--- config.mk ---
export PLATFORM = sky130hd
export DESIGN_NAME = key_matrix_scan
export DESIGN_NICKNAME = d
export VERILOG_FILES = /design/src/rtl/kms_pkg.sv /design/src/rtl/kms_sequencer.sv /design/src/rtl/kms_capture.sv /design/src/rtl/kms_report.sv /design/src/rtl/key_matrix_scan.sv
export SDC_FILE = /design/constraint.sdc
export NUM_CORES = 1
export LEC_CHECK = 0
export ABC_CLOCK_PERIOD_IN_PS = 4300
export BUFFER_PORTS_ARGS = -buffer_cell sky130_fd_sc_hd__buf_4
export CORE_ASPECT_RATIO = 1.2
export CORE_MARGIN = 8
export CORE_UTILIZATION = 45
export CTS_CLUSTER_SIZE = 8
export DETAILED_ROUTE_END_ITERATION = 10
export PLACE_DENSITY = 0.6
export SYNTH_ARGS = -nofsm -noshare
export SYNTH_HDL_FRONTEND = slang
export SYNTH_SLANG_ARGS = --single-unit
--- constraint.sdc ---
create_clock -name clk_i -period 4.3 [get_ports clk_i]
set_clock_uncertainty 0.05 [all_clocks]
set_input_delay 0.43 -clock clk_i [delete_from_list [all_inputs] [get_ports clk_i]]
set_output_delay 0.43 -clock clk_i [all_outputs]
set_load 0.01 [all_outputs]
--- src/rtl/kms_pkg.sv ---
`timescale 1ns/1ps
package kms_pkg;
  typedef enum logic {ST_IDLE, ST_SCAN} kms_state_e;
endpackage

--- src/rtl/kms_sequencer.sv ---
`timescale 1ns/1ps
module kms_sequencer
  import kms_pkg::*;
#(
  parameter int N_SCAN = 6,
  parameter int N_LENT = 3,
  localparam int STEP_W = $clog2(N_SCAN)
) (
  input  logic              clk_i,
  input  logic              rst_ni,
  input  logic              tick_i,
  input  logic              en_i,
  input  logic              lend_i,
  input  logic              any_sense_i,
  input  logic              go_idle_i,
  output logic              scanning_o,
  output logic [STEP_W-1:0] step_o,
  output logic              step_last_o,
  output logic [N_SCAN-1:0] scan_o
);
  kms_state_e        state_q;
  logic [STEP_W-1:0] step_q;

  assign step_last_o = (step_q == STEP_W'(N_SCAN-1));
  assign scanning_o  = (state_q == ST_SCAN);
  assign step_o      = step_q;

  always_ff @(posedge clk_i or negedge rst_ni) begin
    if (!rst_ni) begin
      state_q <= ST_IDLE;
      step_q  <= '0;
    end else if (!en_i) begin
      state_q <= ST_IDLE;
      step_q  <= '0;
    end else if (tick_i) begin
      case (state_q)
        ST_IDLE: if (any_sense_i) begin
          state_q <= ST_SCAN;
          step_q  <= '0;
        end
        default: begin
          if (step_last_o) begin
            step_q <= '0;
            if (go_idle_i) state_q <= ST_IDLE;
          end else begin
            step_q <= step_q + STEP_W'(1);
          end
        end
      endcase
    end
  end

  for (genvar i = 0; i < N_SCAN; i++) begin : g_line
    logic lent;
    assign lent      = lend_i && (i < N_LENT);
    assign scan_o[i] = !lent && (!scanning_o || step_q == STEP_W'(i));
  end

  assert_onehot_scan_R2: assert property (@(posedge clk_i) disable iff (!rst_ni)
    scanning_o |-> $onehot0(scan_o));
  assert_step_advance_R2: assert property (@(posedge clk_i) disable iff (!rst_ni)
    (en_i && tick_i && scanning_o && !step_last_o) |=> (step_q == $past(step_q) + STEP_W'(1)));
  assert_no_start_R3: assert property (@(posedge clk_i) disable iff (!rst_ni)
    (!scanning_o && !any_sense_i) |=> !scanning_o);
  assert_disabled_idle_R4: assert property (@(posedge clk_i) disable iff (!rst_ni)
    !en_i |=> !scanning_o);
  assert_lent_low_R5: assert property (@(posedge clk_i) disable iff (!rst_ni)
    lend_i |-> (scan_o[N_LENT-1:0] == '0));
endmodule

--- src/rtl/kms_capture.sv ---
`timescale 1ns/1ps
module kms_capture #(
  parameter int N_SCAN  = 6,
  parameter int N_SENSE = 5,
  parameter int N_LENT  = 3,
  localparam int STEP_W = $clog2(N_SCAN),
  localparam int KEYS   = N_SCAN * N_SENSE
) (
  input  logic               clk_i,
  input  logic               rst_ni,
  input  logic               tick_i,
  input  logic               lend_i,
  input  logic               scanning_i,
  input  logic [STEP_W-1:0]  step_i,
  input  logic               step_last_i,
  input  logic [N_SENSE-1:0] sense_i,
  output logic               stable_o,
  output logic               all_zero_o,
  output logic [KEYS-1:0]    word_o
);
  logic [KEYS-1:0] frame_q, prev_q;
  logic            prev_vld_q;
  logic            frame_done;

  // merge the row under the current step into the partial frame
  for (genvar i = 0; i < N_SCAN; i++) begin : g_row
    logic lent;
    assign lent = lend_i && (i < N_LENT);
    assign word_o[i*N_SENSE +: N_SENSE] = lent ? '0 :
      (step_i == STEP_W'(i)) ? sense_i : frame_q[i*N_SENSE +: N_SENSE];
  end

  assign frame_done = scanning_i && tick_i && step_last_i;
  assign stable_o   = frame_done && prev_vld_q && (prev_q == word_o);
  assign all_zero_o = (word_o == '0);

  always_ff @(posedge clk_i or negedge rst_ni) begin
    if (!rst_ni) begin
      frame_q    <= '0;
      prev_q     <= '0;
      prev_vld_q <= 1'b0;
    end else if (!scanning_i) begin
      frame_q    <= '0;
      prev_vld_q <= 1'b0;
    end else if (tick_i) begin
      frame_q <= frame_done ? '0 : word_o;
      if (frame_done) begin
        prev_q     <= word_o;
        prev_vld_q <= 1'b1;
      end
    end
  end

  assert_lent_rows_zero_R5: assert property (@(posedge clk_i) disable iff (!rst_ni)
    (lend_i && stable_o) |-> (word_o[N_LENT*N_SENSE-1:0] == '0));
endmodule

--- src/rtl/kms_report.sv ---
`timescale 1ns/1ps
module kms_report #(
  parameter int KEYS = 30
) (
  input  logic            clk_i,
  input  logic            rst_ni,
  input  logic            en_i,
  input  logic            stable_i,
  input  logic [KEYS-1:0] word_i,
  input  logic            ack_i,
  output logic [KEYS-1:0] key_word_o,
  output logic            ready_o
);
  always_ff @(posedge clk_i or negedge rst_ni) begin
    if (!rst_ni) begin
      key_word_o <= '0;
      ready_o    <= 1'b0;
    end else if (!en_i) begin
      ready_o <= 1'b0;
    end else if (stable_i && word_i != key_word_o) begin
      key_word_o <= word_i;
      ready_o    <= 1'b1;
    end else if (ack_i) begin
      ready_o <= 1'b0;
    end
  end

  assert_word_change_flags_R8: assert property (@(posedge clk_i) disable iff (!rst_ni)
    (key_word_o != $past(key_word_o)) |-> ready_o);
  assert_ack_clears_R8: assert property (@(posedge clk_i) disable iff (!rst_ni)
    (ack_i && !(stable_i && word_i != key_word_o)) |=> !ready_o);
  assert_ready_disabled_R4: assert property (@(posedge clk_i) disable iff (!rst_ni)
    !en_i |=> !ready_o);
endmodule

--- src/rtl/key_matrix_scan.sv ---
`timescale 1ns/1ps
module key_matrix_scan #(
  parameter int N_SCAN  = 6,
  parameter int N_SENSE = 5,
  parameter int N_LENT  = 3,
  localparam int STEP_W = $clog2(N_SCAN),
  localparam int KEYS   = N_SCAN * N_SENSE
) (
  input  logic               clk_i,
  input  logic               rst_ni,
  input  logic               tick_i,
  input  logic               scan_en_i,
  input  logic               lend_i,
  input  logic [N_SENSE-1:0] sense_i,
  input  logic               ack_i,
  output logic [N_SCAN-1:0]  scan_o,
  output logic [KEYS-1:0]    key_word_o,
  output logic               ready_o
);
  logic              scanning, step_last, stable, all_zero;
  logic [STEP_W-1:0] step;
  logic [KEYS-1:0]   cur_word;

  kms_sequencer #(.N_SCAN(N_SCAN), .N_LENT(N_LENT)) u_seq (
    .clk_i       (clk_i),
    .rst_ni      (rst_ni),
    .tick_i      (tick_i),
    .en_i        (scan_en_i),
    .lend_i      (lend_i),
    .any_sense_i (|sense_i),
    .go_idle_i   (stable && all_zero),
    .scanning_o  (scanning),
    .step_o      (step),
    .step_last_o (step_last),
    .scan_o      (scan_o)
  );

  kms_capture #(.N_SCAN(N_SCAN), .N_SENSE(N_SENSE), .N_LENT(N_LENT)) u_cap (
    .clk_i       (clk_i),
    .rst_ni      (rst_ni),
    .tick_i      (tick_i),
    .lend_i      (lend_i),
    .scanning_i  (scanning),
    .step_i      (step),
    .step_last_i (step_last),
    .sense_i     (sense_i),
    .stable_o    (stable),
    .all_zero_o  (all_zero),
    .word_o      (cur_word)
  );

  kms_report #(.KEYS(KEYS)) u_rep (
    .clk_i      (clk_i),
    .rst_ni     (rst_ni),
    .en_i       (scan_en_i),
    .stable_i   (stable),
    .word_i     (cur_word),
    .ack_i      (ack_i),
    .key_word_o (key_word_o),
    .ready_o    (ready_o)
  );

  assert_idle_after_zero_R9: assert property (@(posedge clk_i) disable iff (!rst_ni)
    (scan_en_i && stable && all_zero) |=> !scanning);
endmodule

[Word level (Yosys, flattened, before mapping)]
Index checks and enable logic that the tools add are counted.
Word-level totals
  word-level logic and storage cells: 73
  memories kept: 0
  bits in latches: 0
  input port bits: 11
  register bits after elaboration: 96
  output and inout bits: 37
  RAM bits: 0
  ROM bits: 0
Operators by class
  reduce and logical (&&, ||, !) cells: 24
  multiply operators: 0
  order comparisons: 0
  shift operators: 0
  equality and inequality tests: 12
  div/mod/pow operators: 0
  add/sub/neg operators: 1
  muxes and demuxes: 29
  bitwise gates (word level): 0
Operators with widths (number)
  2-to-1 mux 30 bit: 3
  2-to-1 mux 5 bit: 9
  equality test 30 bit: 1
  logical NOT 30 bit: 1
  != test 30 bit: 1
  2-to-1 mux 3 bit: 5
  2-to-1 mux 1 bit: 12
  logical AND 1 bit: 9
  equality test 3 x 2 -> 1 bit, second input constant: 2
  equality test 3 bit, second input constant: 2
  logical OR 1 bit: 6
  != test 3 x 1 -> 1 bit, second input constant: 2
  AND reduction 2 bit: 3
  OR reduction 5 bit: 1
  != test 2 bit, second input constant: 2
  adder 3 x 1 -> 3 bit, second input constant: 1
  equality test 3 x 1 -> 1 bit, second input constant: 1
  logical NOT 3 bit: 1
  AND reduction 3 bit: 1
  logical NOT 1 bit: 2
  != test 2 x 1 -> 1 bit, second input constant: 1

[Logic depth before layout (Yosys ltp)]
Gate-level depths: netlist of the first run.
  depth in word-level cells: 11
  gate-level depth with buffers: 13
  depth with buffers taken out: 10

[Hierarchy]
From an unflattened synthesis of the first run, not the netlist that was laid out.
Unflattened totals
  cell total of the unflattened synthesis: 515
  area, all modules: 5357.6 um^2
Modules (own cells, without submodules)
  kms_capture: area each 3439.5 um^2, times used 1, sequential area each 1526.5 um^2, cells each 368
  kms_report: area each 1616.6 um^2, times used 1, sequential area each 775.7 um^2, cells each 108
  kms_sequencer: area each 282.8 um^2, times used 1, sequential area each 100.1 um^2, cells each 35
  key_matrix_scan: area each 18.8 um^2, times used 1, sequential area each 0.0 um^2, cells each 4

[Least setup slack after synthesis of the first run]
OpenSTA, ideal clock, no wires.
  path type: register to register
  start: reg u_seq.step_q[0] (netlist: u_seq.step_o[0])
  end: reg u_rep.key_word_o[0]
  library setup time: 0.125 ns
  required time: 4.125 ns
  stages on the path, launching flop included: 13
  buffers on the path: 3
  clock period less this slack: 3.277 ns
  data arrival time: 3.102 ns
  slack: 1.023 ns
  cell sequence: dfrtp_1 > buf_4 > and2_1 > ha_1 > buf_2 > mux2i_1 > xnor2_1 > o2111ai_1 > or4_1 > o41ai_2 > nor2_2 > buf_6 > mux2_4
Between the ends
  word-level cells in the longest chain between the ends: 7
  elaborated cells on any way between the ends: 22
  classes of those cells: 7 x eq/ne; 9 x mux; 6 x reduce/logical
Ends and longest elaborated chain
  from (decl): RTL line kms_sequencer.sv:22  | logic [STEP_W-1:0] step_q;
  from (signal assigned): RTL line kms_sequencer.sv:46  | step_q <= step_q + STEP_W'(1);
  equality test 3 x 1 -> 1 bit (tied with other cells): RTL line kms_capture.sv:30  | (step_i == STEP_W'(i)) ? sense_i : frame_q[i*N_SENSE +: N_SENSE];
  2-to-1 mux 5 bit: RTL line kms_capture.sv:30
  2-to-1 mux 5 bit: RTL line kms_capture.sv:29  | assign word_o[i*N_SENSE +: N_SENSE] = lent ? '0 :
  equality test 30 bit: RTL line kms_capture.sv:34  | assign stable_o = frame_done && prev_vld_q && (prev_q == word_o);
  logical AND 1 bit: RTL line kms_capture.sv:34
  logical AND 1 bit: RTL line kms_report.sv:20  | end else if (stable_i && word_i != key_word_o) begin
  AND reduction 2 bit (no source line)
  to (signal assigned): RTL line kms_report.sv:21  | key_word_o <= word_i;
  to (decl): RTL line kms_report.sv:11  | output logic [KEYS-1:0] key_word_o,
Parallel ways exist; a longest one is shown, timed or not.
A chain may end at the register's enable or synchronous reset.

[Worst setup path in the final report of the first run]
  start: reg u_seq.step_q[0] (netlist: u_seq.step_o[0])
  end: reg u_rep.key_word_o[10]
The elaborated chain is that of the path after synthesis.

==> metrics.csv, run 1 <==
metric,value,unit
status,"complete, no violations",
end_kind,register,
synth-seq-area-share,47.1,%
slowest_delay,0.62,ns
cp_slowest_cell,dfrtp_1,
total_power,1.85,mW
via_per_inst,5.57,
synth_area,5100,um^2
ir_drop,167,uV
worst_slew_pin_slew,0.888,ns
place_ws,0.451,ns
track_usage,18.3,%
crit_chain,and2_1 -> ha_1 -> mux2i_1 -> xnor2_1 -> nor4_1 -> nand4_1 -> nor3_1 -> nand4_1 -> nor2_4 -> buf_4 -> mux2_4,
dr_wl_met3,492,um
cts_hold_buf,0,
reg2reg_to,u_rep.key_word_o[10]$_DFFE_PN0P_,
antenna_found_initial,0,
grt_max_degree,69,
avgSynthCellArea,11.2,um^2
tritoncts,done,
portBuffers,47,
drv_slew,0,
r2r-start,u_seq.step_o[0]$_DFFE_PN0P_,
cts_root_buf,clkbuf_16,
drive_above_1_share,25.3,%
period_needed,3.87,ns
die_w,113,um
critPathLaunch,u_seq.step_o[0]$_DFFE_PN0P_,
initial_utilization,46.2,%
max_cap_viol_count,0,
ys_seq_elements,96,
wirelength,13200,um
num-nets-final,524,
core_area,11000,um^2
area_growth,17.2,%
io_pins,48,
overflow,0,
routed.top_layer,met4,
clock_path_buffers,2,
numCtsBuffers,9,
wl_met2,6870,um
wl_met1,5510,um
max_slew_margin,40.8,%
fp.dieH,133,um
internal_power,1.41,mW
num_rows,42,
post_cts_buffers,0,
comb_power_share,6.0,%
clk_latency,0.34,ns
fmax,0.258,GHz
switchingPower,0.439,mW
die_area,15000,um^2
drc_errors,0,
ant_nets,0,
crit_required,4.48,ns
critical_path_class,register to register,
hpwl,9690,um
leakage,2.89,nW
r2r_cells,11,
grt_pass1_vias,3753,
rsz0062_at_grt,false,
mostFrequentLayoutCells,"96 x dfrtp_1, 74 x buf_4, 41 x mux2i_1",
period_share,90.0,%
worst_setup_path_start_kind,register,
cp_max_fo,20,
routabilityCongestion,0.843,
cts.sinks,96,
layout_commonest_cell,dfrtp_1,
clk_transition_reported_paths,0.07,ns
reg2reg_slack,0.43,ns
num_antenna_cells,0,
worstHoldPathType,input pin to asynchronous set/reset pin,
htree_levels,3,
n_fill_cell,1005,
endpoint,u_rep.key_word_o[10]$_DFFE_PN0P_,
crit_arrival,4.05,ns
synth_fp_nets,468,
cts-resized-gates,0,
crit_path_frequent_cell,nand4_1,
swShare,23.7,%
vias,3616,
power_density,309,nW/um^2
setup-violations-final,0,
finalHoldViolations,0,
synthCells,456,
drt_pass1_iterations,4,
yosysUniqueCellTypes,49,
wl_per_cell,20.3,um
drtIter0Drc,154,
layout_setup_ws,0.431,ns
pwr-share-seq,49.2,%
grt_pass1_wl,21300,um
setup_tns,0,ns
pwr-share-clk,44.8,%
ys_warn_count,0,
-- cell usage after synthesis, drive strengths merged --
cell | count | share of area [%]
nand4 | 8 | 0.98
dfrtp | 96 | 47
a2111oi | 1 | 0.17
xnor2 | 22 | 3.8
nor2 | 6 | 0.49
a22o | 15 | 2.6
buf | 11 | 1.7
clkbuf | 18 | 1.3
nor3 | 7 | 0.78
or4 | 3 | 0.44
mux2i | 42 | 8.3
nand3 | 6 | 0.59
o41ai | 1 | 0.32
nand3b | 2 | 0.29
xor2 | 34 | 5.8
inv | 16 | 1.2
mux2 | 33 | 8.4
nand2b | 20 | 2.5
or4b | 1 | 0.20
o2111ai | 2 | 0.34
a21boi | 2 | 0.29
or3b | 2 | 0.34
nor4b | 1 | 0.17
nor3b | 4 | 1.1
a32o | 3 | 0.59
nand2 | 30 | 2.2
a21oi | 8 | 0.78
and2 | 7 | 0.86
o21ai | 27 | 2.6
o22ai | 4 | 0.49
o31ai | 2 | 0.29
nor4 | 10 | 1.2
a41oi | 1 | 0.17
or3 | 2 | 0.25
o2bb2ai | 1 | 0.17
ha | 1 | 0.25
o211a | 1 | 0.20
nor2b | 5 | 0.61
and3 | 1 | 0.12
-- worst min-delay path by stage --
stage | end | cells after the start
floorplan | u_cap.frame_q[0]$_DFFE_PN0P_ | 0
finish | u_cap.frame_q[0]$_DFFE_PN0P_ | 1
global route | u_cap.frame_q[0]$_DFFE_PN0P_ | 1
CTS | u_cap.frame_q[0]$_DFFE_PN0P_ | 1
detailed placement | u_cap.frame_q[25]$_DFFE_PN0P_ | 1
global placement | u_cap.frame_q[17]$_DFFE_PN0P_ | 2
-- stage by stage --
step	hold slack (ns)	utilization, %	cell area [um^2]	cells
after floorplan	0.0844	-	5100	456
after detailed placement	0.429	51.4	5680	633
final	0.134	54.2	5980	649
after CTS	0.198	54.2	5980	649
after global routing	0.233	54.2	5980	649
after global placement	0.413	51.4	5680	633
-- metal layers --
| metal | track usage, % | vias up |
|---|---|---|
| met5 | 0 | - |
| met4 | 6.97 | 0 |
| met3 | 3.82 | 21 |
| met2 | 32.0 | 72 |
| met1 | 21.3 | 1815 |
| li1 | - | 1708 |
-- final cells by class --
type / count / area (um^2) / area share (%)
multi-input combinational: 315 / 2490 / 41.7
sequential: 96 / 2400 / 40.2
timing repair buffer: 74 / 556 / 9.29
clock buffer: 10 / 239 / 4.00
tap: 132 / 165 / 2.76
clock inverter: 6 / 66.3 / 1.11
inverter: 16 / 60.1 / 1.00
-- critical path, delay by kind of cell, from the launching register on --
kind	cells	cell delay, ns
multiplexers	2	0.81
adder cells (fa/ha/maj)	1	0.39
XOR/XNOR	1	0.13
flip-flops	1	0.62
buffers and inverters	1	0.36
AND/OR/NAND/NOR	6	1.38
-- power by group through the flow --
stage / Combinational, mW / Sequential, mW / Clock, mW
2_1_floorplan: 0.0580 / 0.924 / 0
3_3_place_gp: 0.113 / 0.928 / 0
3_5_place_dp: 0.113 / 0.928 / 0
4_1_cts: 0.113 / 0.911 / 0.839
5_1_grt: 0.122 / 0.911 / 0.877
6_report: 0.110 / 0.911 / 0.828
-- flip-flops by register name, summed over array words and instances (netlist names) --
register and flops:
u_cap.prev_vld_q 1, u_seq.step_o 3, u_rep.key_word_o 30, u_seq.scanning_o 1, u_cap.frame_q 30, u_rep.ready_o 1, u_cap.prev_q 30
-- cell families after synthesis --
group                      share of synthesized area [%]
DFF                                                 47.1
AOI/OAI and AO/OA                                   9.05
muxes                                               16.7
and+or+nand+nor                                     13.1
xor gates and xnor gates                            9.61
adders and majority gates                          0.245
buffers and inverters                               4.17
No activity file was read; power rests on OpenSTA's default activity.
==> inputs of run 2 (changes only) <==
--- a/config.mk
+++ b/config.mk
@@ -10,6 +10,7 @@
 export CORE_ASPECT_RATIO = 1.2
 export CORE_MARGIN = 8
 export CORE_UTILIZATION = 45
+export CTS_BUF_LIST = sky130_fd_sc_hd__clkbuf_8
 export CTS_CLUSTER_SIZE = 8
 export DETAILED_ROUTE_END_ITERATION = 10
 export PLACE_DENSITY = 0.6
==> run 2 against run 1 <==
- wire length is 0.21% lower
- total power is 11% lower
- via count is 0.77% lower
- cell count stayed put
- worst hold slack worse by 0.019 ns
- register-to-register slack worse by 0.02 ns
- sequential cell count stayed put
- utilization is 0.92 points lower
- critical path depth stayed put
- setup slack worse by 0.018 ns
==> metrics.csv, run 2 (same netlist as run 1, synthesis figures left out) <==
metric,value,unit,change
fp.dieH,133,um,unchanged
post_cts_buffers,0,,unchanged
tritoncts,done,,
core_area,11000,um^2,unchanged
drtIter0Drc,165,,+7.1%
portBuffers,47,,unchanged
layout_commonest_cell,dfrtp_1,,
drive_above_1_share,25.3,%,unchanged
crit_arrival,4.09,ns,+0.04 ns
overflow,0,,unchanged
num_rows,42,,unchanged
drc_errors,0,,unchanged
hpwl,9690,um,unchanged
wl_per_cell,20.3,um,-0.21%
vias,3588,,-0.77%
cts_hold_buf,0,,unchanged
numCtsBuffers,9,,unchanged
routabilityCongestion,0.843,,unchanged
end_kind,register,,
r2r-start,u_seq.step_o[2]$_DFFE_PN0P_,,
die_area,15000,um^2,unchanged
worst_slew_pin_slew,0.890,ns,+0.00279 ns
max_cap_viol_count,0,,unchanged
pwr-share-clk,37.8,%,-7.0 points
final_cells,649,,unchanged
use_met2,31.8,%,-0.13 points
ant_nets,0,,unchanged
fmax,0.257,GHz,-0.47%
num-nets-final,524,,unchanged
clk_transition_reported_paths,0.10,ns,+0.03 ns
status,"complete, no violations",,
n_fill_cell,1029,,+2.4%
use_met3,3.55,%,-0.27 points
area_growth,15.2,%,
mostFrequentLayoutCells,"96 x dfrtp_1, 74 x buf_4, 41 x mux2i_1",,
period_share,90.4,%,+0.42 points
worst_setup_path_start_kind,register,,
finalHoldViolations,0,,unchanged
worstHoldPathType,input pin to asynchronous set/reset pin,,
track_usage,18.1,%,-0.17 points
power_density,279,nW/um^2,-9.6%
period_needed,3.89,ns,+0.0181 ns
leakage,2.84,nW,-1.6%
switchingPower,0.414,mW,-5.5%
die_w,113,um,unchanged
cts_root_buf,clkbuf_8,,
swShare,25.2,%,+1.5 points
setup-violations-final,0,,unchanged
ir_drop,167,uV,-0.12%
grt_pass1_vias,3741,,-0.32%
clk_latency,0.37,ns,+0.03 ns
via_per_inst,5.53,,-0.77%
pwr-share-seq,55.4,%,+6.2 points
crit_required,4.51,ns,+0.03 ns
grt.met1_usage,21.3,%,-0.034 points
max_slew_margin,40.6,%,-0.19 points
antenna_found_initial,0,,unchanged
comb_power_share,6.8,%,+0.8 points
cts.sinks,96,,unchanged
internal_power,1.23,mW,-13%
reg.largest.list,"u_cap.frame_q (30), u_cap.prev_q (30), u_rep.key_word_o (30)",,
num_antenna_cells,0,,unchanged
cts-resized-gates,0,,unchanged
htree_levels,3,,unchanged
busiest_layer,met2,,
setup_tns,0,ns,unchanged
reg2reg_to,u_rep.key_word_o[10]$_DFFE_PN0P_,,
io_pins,48,,unchanged
critical_path_class,register to register,,
wirelength,13200,um,-0.21%
reg2reg_slack,0.41,ns,-0.02 ns
grt_pass1_wl,21100,um,-0.58%
drv_slew,0,,unchanged
initial_utilization,46.2,%,unchanged
r2r_cells,11,,unchanged
grt_max_degree,69,,unchanged
cp_max_fo,20,,unchanged
rsz0062_at_grt,false,,
clock_path_buffers,2,,unchanged
place_inst,633,,unchanged
drt_pass1_iterations,5,,+1
[run 2: power by group through the flow]
stage | logic [mW] | clock network, mW | registers, mW
3_5_place_dp | 0.113 | 0 | 0.928
5_1_grt | 0.122 | 0.669 | 0.911
3_3_place_gp | 0.113 | 0 | 0.928
2_1_floorplan | 0.0580 | 0 | 0.924
6_report | 0.111 | 0.621 | 0.910
4_1_cts | 0.113 | 0.634 | 0.910
[run 2: how the worst max path moves through the flow]
stage,start,to,slack (ns),cells after the start
2_1_floorplan,u_seq.step_o[0]$_DFFE_PN0P_,u_rep.key_word_o[0]$_DFFE_PN0P_,1.02,12
3_3_place_gp,u_seq.step_o[2]$_DFFE_PN0P_,u_rep.key_word_o[7]$_DFFE_PN0P_,0.59,11
3_5_place_dp,u_seq.step_o[2]$_DFFE_PN0P_,u_rep.key_word_o[12]$_DFFE_PN0P_,0.45,11
4_1_cts,u_seq.step_o[2]$_DFFE_PN0P_,u_rep.key_word_o[11]$_DFFE_PN0P_,0.44,11
5_1_grt,u_seq.step_o[0]$_DFFE_PN0P_,u_rep.key_word_o[10]$_DFFE_PN0P_,0.13,11
6_report,u_seq.step_o[2]$_DFFE_PN0P_,u_rep.key_word_o[10]$_DFFE_PN0P_,0.41,11
[run 2: metrics by stage]
stage / hold slack [ns] / power (mW) / utilization, % / setup WS, ns / instance area (um^2)
final: 0.115 / 1.64 / 53.3 / 0.413 / 5880
after global routing: 0.200 / 1.70 / 53.3 / 0.131 / 5880
after CTS: 0.165 / 1.66 / 53.3 / 0.437 / 5880
after detailed placement: 0.429 / 1.04 / 51.4 / 0.451 / 5680
after global placement: 0.413 / 1.04 / 51.4 / 0.593 / 5680
after floorplan: 0.0844 / 0.982 / - / 1.02 / 5100
[run 2: cell type report]
cell class	instances	area, um^2	area share [%]
Clock buffer	10	138	2.34
Clock inverter	6	66.3	1.13
Inverter	16	60.1	1.02
Multi-Input combinational cell	315	2490	42.4
Sequential cell	96	2400	40.9
Tap cell	132	165	2.81
Timing Repair Buffer	74	556	9.45
[run 2: routing by layer]
layer | vias to the layer above | wire (um)
met2 | 54 | 6890
met1 | 1811 | 5510
met4 | 0 | 326
li1 | 1704 | -
met5 | - | 0
met3 | 19 | 429
[run 2: critical path: stages (launching register included)]
cell     delay (ns)
dfrtp_1        0.63
nor3b_2        0.72
buf_4          0.26
mux2i_2        0.20
buf_4          0.18
xor2_1         0.19
nand4_1        0.12
nor3_1         0.29
nand4_1        0.25
nor2_4         0.19
buf_4          0.36
mux2_4         0.34
==> inputs of run 3 (changes only) <==
--- a/config.mk
+++ b/config.mk
@@ -6,7 +6,7 @@
 export NUM_CORES = 1
 export LEC_CHECK = 0
 export ABC_CLOCK_PERIOD_IN_PS = 4300
-export BUFFER_PORTS_ARGS = -buffer_cell sky130_fd_sc_hd__buf_4
+export BUFFER_PORTS_ARGS = -buffer_cell sky130_fd_sc_hd__buf_2
 export CORE_ASPECT_RATIO = 1.2
 export CORE_MARGIN = 8
 export CORE_UTILIZATION = 45
==> run 3 against run 2 <==
- total power increased by 2.3%
- critical path depth unchanged
- non-clock buffer count decreased by 5
- setup slack improved by 0.11 ns
- utilization decreased by 1.2 points
- largest cell class unchanged
- largest power group unchanged
==> metrics.csv, run 3 (same netlist as run 1, synthesis figures left out) <==
metric,value,unit,change
pwr-share-seq,54.1,%,-1.3 points
crit_arrival,3.99,ns,-0.10 ns
numCtsBuffers,9,,unchanged
tritoncts,done,,
power_density,293,nW/um^2,+4.7%
max_slew_margin,39.3,%,-1.3 points
drive_above_1_share,24.3,%,-1.1 points
io_pins,48,,unchanged
mostFrequentLayoutCells,"96 x dfrtp_1, 46 x buf_2, 41 x mux2i_1",,
grt_max_degree,70,,+1.4%
wirelength,12800,um,-2.7%
post_cts_buffers,0,,unchanged
post-route-util,52.0,%,-1.2 points
internal_power,1.29,mW,+5.0%
num_rows,42,,unchanged
critical_path_class,register to register,,
htree_levels,3,,unchanged
fp.dieH,133,um,unchanged
vias,3551,,-1.0%
drc_errors,0,,unchanged
crit_family,simple AND/OR/NAND/NOR gates,,
period_needed,3.78,ns,-0.110 ns
fmax,0.265,GHz,+2.9%
path_buf_inv,2,,-1
swShare,23.2,%,-2.0 points
ir_drop,163,uV,-2.6%
crit_path_frequent_cell,buf_4,,
cts_hold_buf,0,,unchanged
overflow,0,,unchanged
layout_commonest_cell,dfrtp_1,,
hpwl,9240,um,-4.7%
worst_setup_path_start_kind,register,,
core_area,11000,um^2,unchanged
place_inst,628,,-0.79%
setup_tns,0,ns,unchanged
slowest_delay,0.59,ns,-0.13 ns
die_area,15000,um^2,unchanged
end_kind,register,,
routabilityCongestion,0.811,,-3.7%
cp_slowest_cell,dfrtp_1,,
drv_slew,0,,unchanged
grt_pass1_vias,3724,,-0.45%
die_w,113,um,unchanged
drt_pass1_iterations,4,,-1
track_usage,18.0,%,-0.066 points
switchingPower,0.391,mW,-5.8%
worst_slew_pin_slew,0.910,ns,+0.0197 ns
setup-violations-final,0,,unchanged
via_per_inst,5.52,,-0.11%
portBuffers,47,,unchanged
clock_path_buffers,2,,unchanged
reg.largest.list,"u_cap.frame_q (30), u_cap.prev_q (30), u_rep.key_word_o (30)",,
cts.sinks,96,,unchanged
num-nets-final,519,,-0.95%
period_share,87.8,%,-2.6 points
clk_transition_reported_paths,0.09,ns,about the same
cts_root_buf,clkbuf_8,,
drtIter0Drc,152,,-7.9%
antenna_found_initial,0,,unchanged
cp_max_fo,15,,-25%
num_antenna_cells,0,,unchanged
pwr-share-clk,39.6,%,+1.8 points
worstHoldPathType,input pin to asynchronous set/reset pin,,
rsz0062_at_grt,false,,
clk_latency,0.37,ns,about the same
wl_per_cell,19.9,um,-1.8%
comb_power_share,6.3,%,-0.5 points
status,"complete, no violations",,
area_growth,12.6,%,
crit_chain,and2_1 -> ha_1 -> mux2i_1 -> buf_4 -> xnor2_1 -> o2111ai_1 -> or4_1 -> o41ai_2 -> nor2_4 -> buf_4 -> mux2_4,,
cts-resized-gates,0,,unchanged
ant_nets,0,,unchanged
max_cap_viol_count,0,,unchanged
leakage,2.80,nW,-1.4%
initial_utilization,46.2,%,unchanged
finalHoldViolations,0,,unchanged
crit_required,4.51,ns,about the same
grt_pass1_wl,21000,um,-0.88%
final_cells,643,,-0.92%
[run 3: final timing paths]
path / startpoint / to / slack (ns) / cells past startpoint
worst max-delay path: u_seq.step_o[0]$_DFFE_PN0P_ / u_rep.key_word_o[14]$_DFFE_PN0P_ / 0.52 / 11
worst min register to register: u_cap.frame_q[25]$_DFFE_PN0P_ / u_cap.frame_q[25]$_DFFE_PN0P_ / 0.44 / 1
worst max register to register: u_seq.step_o[0]$_DFFE_PN0P_ / u_rep.key_word_o[14]$_DFFE_PN0P_ / 0.52 / 11
max in group asynchronous: rst_ni / u_cap.frame_q[19]$_DFFE_PN0P_ / 3.16 / 2
min in group clk_i: scan_en_i / u_seq.scanning_o$_DFFE_PN0P_ / 0.31 / 2
worst min-delay path: rst_ni / u_cap.frame_q[1]$_DFFE_PN0P_ / 0.13 / 1
[run 3: per-stage QoR]
stage	total power [mW]	cell area, um^2	setup WS [ns]	hold WS (ns)
after floorplan	0.982	5100	1.02	0.0844
after detailed placement	1.03	5520	0.559	0.422
final	1.68	5740	0.523	0.130
after global placement	1.03	5520	0.654	0.416
after global routing	1.75	5740	0.272	0.195
after CTS	1.70	5740	0.529	0.168
[run 3: final cells by class]
type | instances | area [um^2]
Fill cell | 1026 | 5290
Multi-Input combinational cell | 315 | 2490
Clock inverter | 4 | 68.8
Inverter | 16 | 60.1
Sequential cell | 96 | 2400
Clock buffer | 11 | 151
Tap cell | 132 | 165
Timing Repair Buffer | 69 | 403
[run 3: power groups by stage]
stage	Clock, mW	Sequential (mW)	Combinational, mW
after floorplan	0	0.924	0.0580
after global placement	0	0.928	0.107
after detailed placement	0	0.928	0.107
after CTS	0.684	0.910	0.107
after global routing	0.718	0.911	0.117
final	0.666	0.910	0.105
[run 3: routing by layer]
metal,up-vias,part of all wire [%],global-route usage (%),wire length [um]
li1,1694,-,-,-
met1,1791,43,21.5,5520
met2,52,53,31.8,6810
met3,14,2.3,3.37,295
met4,0,1.4,5.71,178
met5,-,0,0,0
